$ cat config.mk
export PLATFORM = sky130hd
export DESIGN_NAME = dlink_capture
export DESIGN_NICKNAME = d
export VERILOG_FILES = /design/src/rtl/dlc_pkg.sv /design/src/rtl/dlc_destuff.sv /design/src/rtl/dlc_assembler.sv /design/src/rtl/dlc_regs.sv /design/src/rtl/dlink_capture.sv
export SDC_FILE = /design/constraint.sdc
export NUM_CORES = 1
export LEC_CHECK = 0
export BUFFER_PORTS_ARGS = -buffer_cell sky130_fd_sc_hd__buf_2
export CORE_ASPECT_RATIO = 0.7
export CORE_UTILIZATION = 56
export CTS_BUF_LIST = sky130_fd_sc_hd__clkbuf_16
export DETAILED_ROUTE_END_ITERATION = 12
export PLACE_DENSITY = 0.81
export SYNTH_ARGS = -nofsm -noshare
export SYNTH_HDL_FRONTEND = slang
export SYNTH_SLANG_ARGS = --single-unit
$ cat constraint.sdc
create_clock -name clk -period 1.8 [get_ports clk]
set_input_delay 0 -clock clk [delete_from_list [all_inputs] [get_ports clk]]
set_output_delay 0 -clock clk [all_outputs]
set_load 0.005 [all_outputs]
$ cat src/rtl/dlc_pkg.sv
`timescale 1ns/1ps
package dlc_pkg;
  localparam int BYTE_W  = 8;
  localparam int RUN_LEN = 5;
  localparam int ONES_SAT = RUN_LEN + 1;
  localparam int ONES_W  = $clog2(ONES_SAT + 1);
  localparam int ADDR_W  = 2;

  localparam logic [ADDR_W-1:0] A_DATA   = 2'd0;
  localparam logic [ADDR_W-1:0] A_MATCH0 = 2'd1;
  localparam logic [ADDR_W-1:0] A_MATCH1 = 2'd2;
  localparam logic [ADDR_W-1:0] A_STAT   = 2'd3;

  typedef struct packed {
    logic match_ie;
    logic full_ie;
    logic dstf_en;
  } ctrl_t;

  function automatic logic [ONES_W-1:0] ones_next(input logic [ONES_W-1:0] cur,
                                                  input logic b);
    if (!b) return '0;
    if (cur >= ONES_W'(ONES_SAT)) return ONES_W'(ONES_SAT);
    return cur + ONES_W'(1);
  endfunction

  function automatic logic byte_hits(input logic [BYTE_W-1:0] b,
                                     input logic [BYTE_W-1:0] m0,
                                     input logic [BYTE_W-1:0] m1);
    return (b == m0) || (b == m1);
  endfunction
endpackage

$ cat src/rtl/dlc_destuff.sv
`timescale 1ns/1ps
module dlc_destuff
  import dlc_pkg::*;
(
  input  logic clk,
  input  logic rst_n,
  input  logic en,
  input  logic vld,
  input  logic bit_in,
  output logic keep,
  output logic drop
);
  logic [ONES_W-1:0] ones_q;

  assign drop = vld && en && !bit_in && (ones_q == ONES_W'(RUN_LEN));
  assign keep = vld && !drop;

  always_ff @(posedge clk) begin
    if (!rst_n)   ones_q <= '0;
    else if (vld) ones_q <= ones_next(ones_q, bit_in);
  end

  p_ones_sat_r8: assert property (@(posedge clk) disable iff (!rst_n)
    ones_q <= ONES_W'(ONES_SAT));
  p_no_drop_off_r6: assert property (@(posedge clk) disable iff (!rst_n)
    !en |-> !drop);
  p_drop_resets_run_r7: assert property (@(posedge clk) disable iff (!rst_n)
    drop |=> ones_q == '0);
  p_keep_needs_vld_r12: assert property (@(posedge clk) disable iff (!rst_n)
    !vld |-> !keep);
endmodule

$ cat src/rtl/dlc_assembler.sv
`timescale 1ns/1ps
module dlc_assembler #(
  parameter int W = 8
) (
  input  logic         clk,
  input  logic         rst_n,
  input  logic         keep,
  input  logic         bit_in,
  output logic [W-1:0] cap_q,
  output logic [W-1:0] new_byte,
  output logic         byte_done
);
  localparam int IW = $clog2(W);
  logic [W-1:0]  sh_q;
  logic [IW-1:0] cnt_q;

  assign new_byte  = {bit_in, sh_q[W-1:1]};
  assign byte_done = keep && (cnt_q == IW'(W-1));

  always_ff @(posedge clk) begin
    if (!rst_n) begin
      sh_q  <= '0;
      cnt_q <= '0;
      cap_q <= '0;
    end else if (keep) begin
      sh_q  <= new_byte;
      cnt_q <= byte_done ? '0 : cnt_q + IW'(1);
      if (byte_done) cap_q <= new_byte;
    end
  end

  p_cap_hold_r3: assert property (@(posedge clk) disable iff (!rst_n)
    !byte_done |=> $stable(cap_q));
  p_count_idle_r12: assert property (@(posedge clk) disable iff (!rst_n)
    !keep |=> $stable(cnt_q) && $stable(sh_q));
  p_wrap_r1: assert property (@(posedge clk) disable iff (!rst_n)
    byte_done |=> cnt_q == '0);
endmodule

$ cat src/rtl/dlc_regs.sv
`timescale 1ns/1ps
module dlc_regs
  import dlc_pkg::*;
(
  input  logic              clk,
  input  logic              rst_n,
  input  logic              wr,
  input  logic              rd,
  input  logic [ADDR_W-1:0] addr,
  input  logic [BYTE_W-1:0] wdata,
  input  logic [BYTE_W-1:0] cap,
  input  logic [BYTE_W-1:0] new_byte,
  input  logic              byte_done,
  output logic [BYTE_W-1:0] rdata,
  output ctrl_t             ctrl,
  output logic              irq_n
);
  logic [BYTE_W-1:0] m0_q, m1_q;
  logic st_full_q, st_match_q;
  logic stat_clr, hit;

  assign stat_clr = rd && (addr == A_STAT);
  assign hit      = byte_done && byte_hits(new_byte, m0_q, m1_q);

  always_ff @(posedge clk) begin
    if (!rst_n) begin
      ctrl       <= '0;
      m0_q       <= '0;
      m1_q       <= '0;
      st_full_q  <= 1'b0;
      st_match_q <= 1'b0;
    end else begin
      if (wr) begin
        case (addr)
          A_DATA:   ctrl <= ctrl_t'(wdata[2:0]);
          A_MATCH0: m0_q <= wdata;
          A_MATCH1: m1_q <= wdata;
          default:  ;
        endcase
      end
      if (byte_done)     st_full_q <= 1'b1;
      else if (stat_clr) st_full_q <= 1'b0;
      if (hit)           st_match_q <= 1'b1;
      else if (stat_clr) st_match_q <= 1'b0;
    end
  end

  always_comb begin
    case (addr)
      A_DATA:  rdata = cap;
      A_STAT:  rdata = {{(BYTE_W-2){1'b0}}, st_match_q, st_full_q};
      default: rdata = '0;
    endcase
  end

  assign irq_n = !((st_full_q && ctrl.full_ie) || (st_match_q && ctrl.match_ie));

  p_full_set_r2: assert property (@(posedge clk) disable iff (!rst_n)
    byte_done |=> st_full_q);
  p_match_set_r4: assert property (@(posedge clk) disable iff (!rst_n)
    hit |=> st_match_q);
  p_read_clears_r9: assert property (@(posedge clk) disable iff (!rst_n)
    (stat_clr && !byte_done) |=> !st_full_q && !st_match_q);
  p_event_wins_r10: assert property (@(posedge clk) disable iff (!rst_n)
    (stat_clr && byte_done) |=> st_full_q);
  p_no_spurious_match_r4: assert property (@(posedge clk) disable iff (!rst_n)
    (!hit && !st_match_q) |=> !st_match_q);
endmodule

$ cat src/rtl/dlink_capture.sv
`timescale 1ns/1ps
module dlink_capture
  import dlc_pkg::*;
(
  input  logic              clk,
  input  logic              rst_n,
  input  logic              dl_bit,
  input  logic              dl_vld,
  input  logic              reg_wr,
  input  logic              reg_rd,
  input  logic [ADDR_W-1:0] reg_addr,
  input  logic [BYTE_W-1:0] reg_wdata,
  output logic [BYTE_W-1:0] reg_rdata,
  output logic              irq_n
);
  ctrl_t             ctrl;
  logic              bit_keep, bit_drop, byte_done;
  logic [BYTE_W-1:0] cap_byte, new_byte;

  dlc_destuff u_destuff (
    .clk(clk), .rst_n(rst_n), .en(ctrl.dstf_en), .vld(dl_vld),
    .bit_in(dl_bit), .keep(bit_keep), .drop(bit_drop)
  );

  dlc_assembler #(.W(BYTE_W)) u_asm (
    .clk(clk), .rst_n(rst_n), .keep(bit_keep), .bit_in(dl_bit),
    .cap_q(cap_byte), .new_byte(new_byte), .byte_done(byte_done)
  );

  dlc_regs u_regs (
    .clk(clk), .rst_n(rst_n), .wr(reg_wr), .rd(reg_rd), .addr(reg_addr),
    .wdata(reg_wdata), .cap(cap_byte), .new_byte(new_byte),
    .byte_done(byte_done), .rdata(reg_rdata), .ctrl(ctrl), .irq_n(irq_n)
  );

  p_drop_no_byte_r7: assert property (@(posedge clk) disable iff (!rst_n)
    bit_drop |-> !byte_done);
endmodule

==> summary.md <==
| Metric | Value |
|---|---|
| Result of the run | finished clean |
| Hold/Removal Path Class | in2reg |
| Distinct cells, synth | 25 |
| Detailed-route via count | 1672 |
| Endpoint required time on the critical path | 1.95 ns |
| Power Total | 2.16 mW |
| Synthesized instance count | 227 |
| PnR worst setup slack | 0.210 ns |
| Pwr per Cell Area | 934 nW/µm² |
| Number of sinks on the clock net | 42 |
| TritonCTS clock tree | done |
| Yosys warns | 0 |
| Setup Skew | 0.00381 ns |
| Path type of the worst setup path | reg2reg |
| Highest-count cells in the layout ignoring fill and taps | 42 x sky130_fd_sc_hd__dfxtp_1, 38 x sky130_fd_sc_hd__nand2_1, 31 x sky130_fd_sc_hd__a21oi_1 |
| Post-Route WL | 4380 µm |
| Post-CTS clock slew at the launch and capture registers of the worst setup and hold paths | 0.06 ns |
| Critical-path maximum fanout | 10 |
| Total net switching power | 0.486 mW |
| F_max | 629 MHz |
| DR pass1 iterations | 4 |
| Peak ir drop on the vdd network | 0.736 mV |
| Dpl cell area | 2070 µm² |
| CP Capture Type | flip-flop |
| Post-synthesis sequential element count | 42 |
| Unrepaired setup endpoints after global routing | false |
| Most common cell after layout, fill and taps aside | sky130_fd_sc_hd__dfxtp_1 |
| Worst-Skew Late Latency | 0.29 ns |
| Final clock period utilization by the worst path | 88.4% |
| Count of instances resized after the clock tree is built | 0 |
| Global-route wire length before repair | 7000 µm |
| Final setup violating endpoints | 0 |
| Number of buffers added to fix hold violations after cts | 7 |
| Diode insertion count for antenna repair | 0 |
| DRC violations left | 0 |
| CP startpoint kind | flip-flop |
| Pin count of the biggest net entering global routing | 29 |
| Combined global-route utilization of all metal layers | 25.6% |
| Net switching fraction of the power | 22.5% |
| Horiz. Die Dim | 72.1 µm |
| Total CTS buffers | 5 |
| Reported leakage power | 1.06 nW |
| Total Die Area | 3680 µm² |
| Aggregate global routing overflow | 0 |
| Standard-cell rows | 17 |
| Filler Cells Inserted | 245 |
| Initial cell density of the core | 60.0% |
| I/O Buffers | 24 |
| Ratio of routed vias to standard cells | 5.50 |
| Post-synthesis net count | 251 |
| Mapped cell area | 1930 µm² |
| Internal power component | 1.67 mW |
| Data arrival time of the critical path | 1.74 ns |
| Number of H-tree levels | 2 |
| Tmin final | 1.59 ns |
| Starting DRT DRC Count | 119 |
| Via count of the first global-routing pass | 1487 |
| Worst slack at placement | 0.274 ns |
| Design Area, Final | 2310 µm² |
| Number of nets in the finished design | 280 |
| Share of layout cells above drive strength 1 | 15.6% |
| # Max-Cap Violations | 0 |
| Power share of the clock group | 47.3% |
| Comb power frac | 7.7% |
| Mapped Avg Cell Area | 8.49 µm² |
| Number of ports placed on the die boundary | 25 |
| Initial antenna violation count | 0 |
| Maximum count of clock buffers along a single path | 2 |
| Worst rel slew slack | 46.5% |
| Count of final hold-check violations | 0 |
| Remaining antenna violation count | 0 |
| Area growth from synthesis to layout | 19.9% |
| Half-perimeter wire length of the detailed placement result | 2770 µm |
| Sequential fraction of design power | 44.9% |
| Area occupied by multi-input gates | 995 µm² |
| Final weighted congestion in routability-driven placement | 0.807 |
| Final max-slew violation count | 0 |
| Placeable core area | 3210 µm² |
| Total area of sequential cells | 841 µm² |
| Routed length per placed instance | 14.4 µm |
| Core utilization of the finished layout | 72.0% |
| Root Driver | sky130_fd_sc_hd__clkbuf_16 |
| Number of setup buffers added after CTS | 0 |
| Post-Route Setup TNS | 0 ns |
| Height of the die | 51.1 µm |
| Actual transition at the worst max-transition pin | 0.798 ns |
| Sequential area share after synthesis | 43.6% |
final timing paths:
check / start / to / slack, ns / cells after the start
max: u_destuff.ones_q[1]$_SDFFE_PN0P_ / u_asm.cap_q[1]$_SDFFE_PN0P_ / 0.21 / 6
min: rst_n / u_regs.st_match_q$_SDFFE_PN0P_ / 0.004 / 3
min reg2reg: u_regs.ctrl[2]$_SDFFE_PN0P_ / u_regs.ctrl[2]$_SDFFE_PN0P_ / 0.46 / 2
max reg2reg: u_destuff.ones_q[1]$_SDFFE_PN0P_ / u_asm.cap_q[1]$_SDFFE_PN0P_ / 0.21 / 6
worst max-delay path, stage by stage, from the launching register on:
cell,delay (ns)
sky130_fd_sc_hd__dfxtp_1,0.39
sky130_fd_sc_hd__inv_1,0.06
sky130_fd_sc_hd__ha_1,0.21
sky130_fd_sc_hd__nand4b_4,0.17
sky130_fd_sc_hd__nand3_2,0.29
sky130_fd_sc_hd__mux2i_1,0.27
sky130_fd_sc_hd__nor2_1,0.07
through the flow:
step / hold WS [ns] / std cells
floorplan: 0.147 / 227
detailed placement: 0.271 / 289
CTS: 0.00278 / 304
finish: 0.00399 / 304
global placement: 0.268 / 289
global route: 0.00389 / 304
power by group through the flow:
stage | Combinational [mW] | Sequential, mW | Clock [mW]
floorplan | 0.104 | 0.985 | 0
global placement | 0.149 | 0.990 | 0
detailed placement | 0.151 | 0.990 | 0
CTS | 0.165 | 0.970 | 1.03
global route | 0.183 | 0.971 | 1.09
finish | 0.167 | 0.970 | 1.02
Yosys cell counts (all sizes together):
cell type / number / area, µm²
nor2: 13 / 48.8
o31ai: 1 / 12.5
nand3: 28 / 145
dfxtp: 42 / 841
clkbuf: 9 / 35.0
xor2: 16 / 140
nand2: 38 / 143
a211oi: 1 / 7.51
and2: 6 / 37.5
nand4b: 3 / 41.3
a21oi: 31 / 155
buf: 5 / 37.5
ha: 8 / 100
mux2i: 7 / 70.1
clkinv: 1 / 3.75
a22oi: 7 / 52.6
nor4: 4 / 25.0
inv: 4 / 15.0
or3: 1 / 6.26
o21ai: 2 / 10.0
final cells by class:
cell class                 count  share of cell area, %
multi-input combinational    166                   43.0
sequential                    42                   36.4
timing repair buffer          36                   9.85
clock buffer                   5                   5.41
tap                           47                   2.54
clock inverter                 3                   1.95
inverter                       5                  0.812
per-layer routing:
| metal | wire (µm) | GRT usage [%] | share of wire (%) |
|---|---|---|---|
| met5 | 0 | 0 | 0 |
| met4 | 55 | 8.17 | 1.3 |
| met3 | 241 | 7.89 | 5.5 |
| met2 | 2010 | 40.3 | 46 |
| met1 | 2070 | 33.7 | 47 |
flip-flops by register name (all words and copies together) (netlist names), 3 cells and up:
name              count
u_asm.cap_q           8
u_asm.cnt_q           3
u_asm.sh_q            7
u_destuff.ones_q      3
u_regs.ctrl           3
u_regs.m0_q           8
u_regs.m1_q           8
kinds of logic after synthesis:
logic type	share of synthesized area (%)
compound gates	12.3
flops	43.6
mux	3.64
fa+ha+maj	5.20
buf+inv	4.74
xor+xnor	7.27
simple gates	23.2
Note: power is estimated with default switching activity, not from simulation.
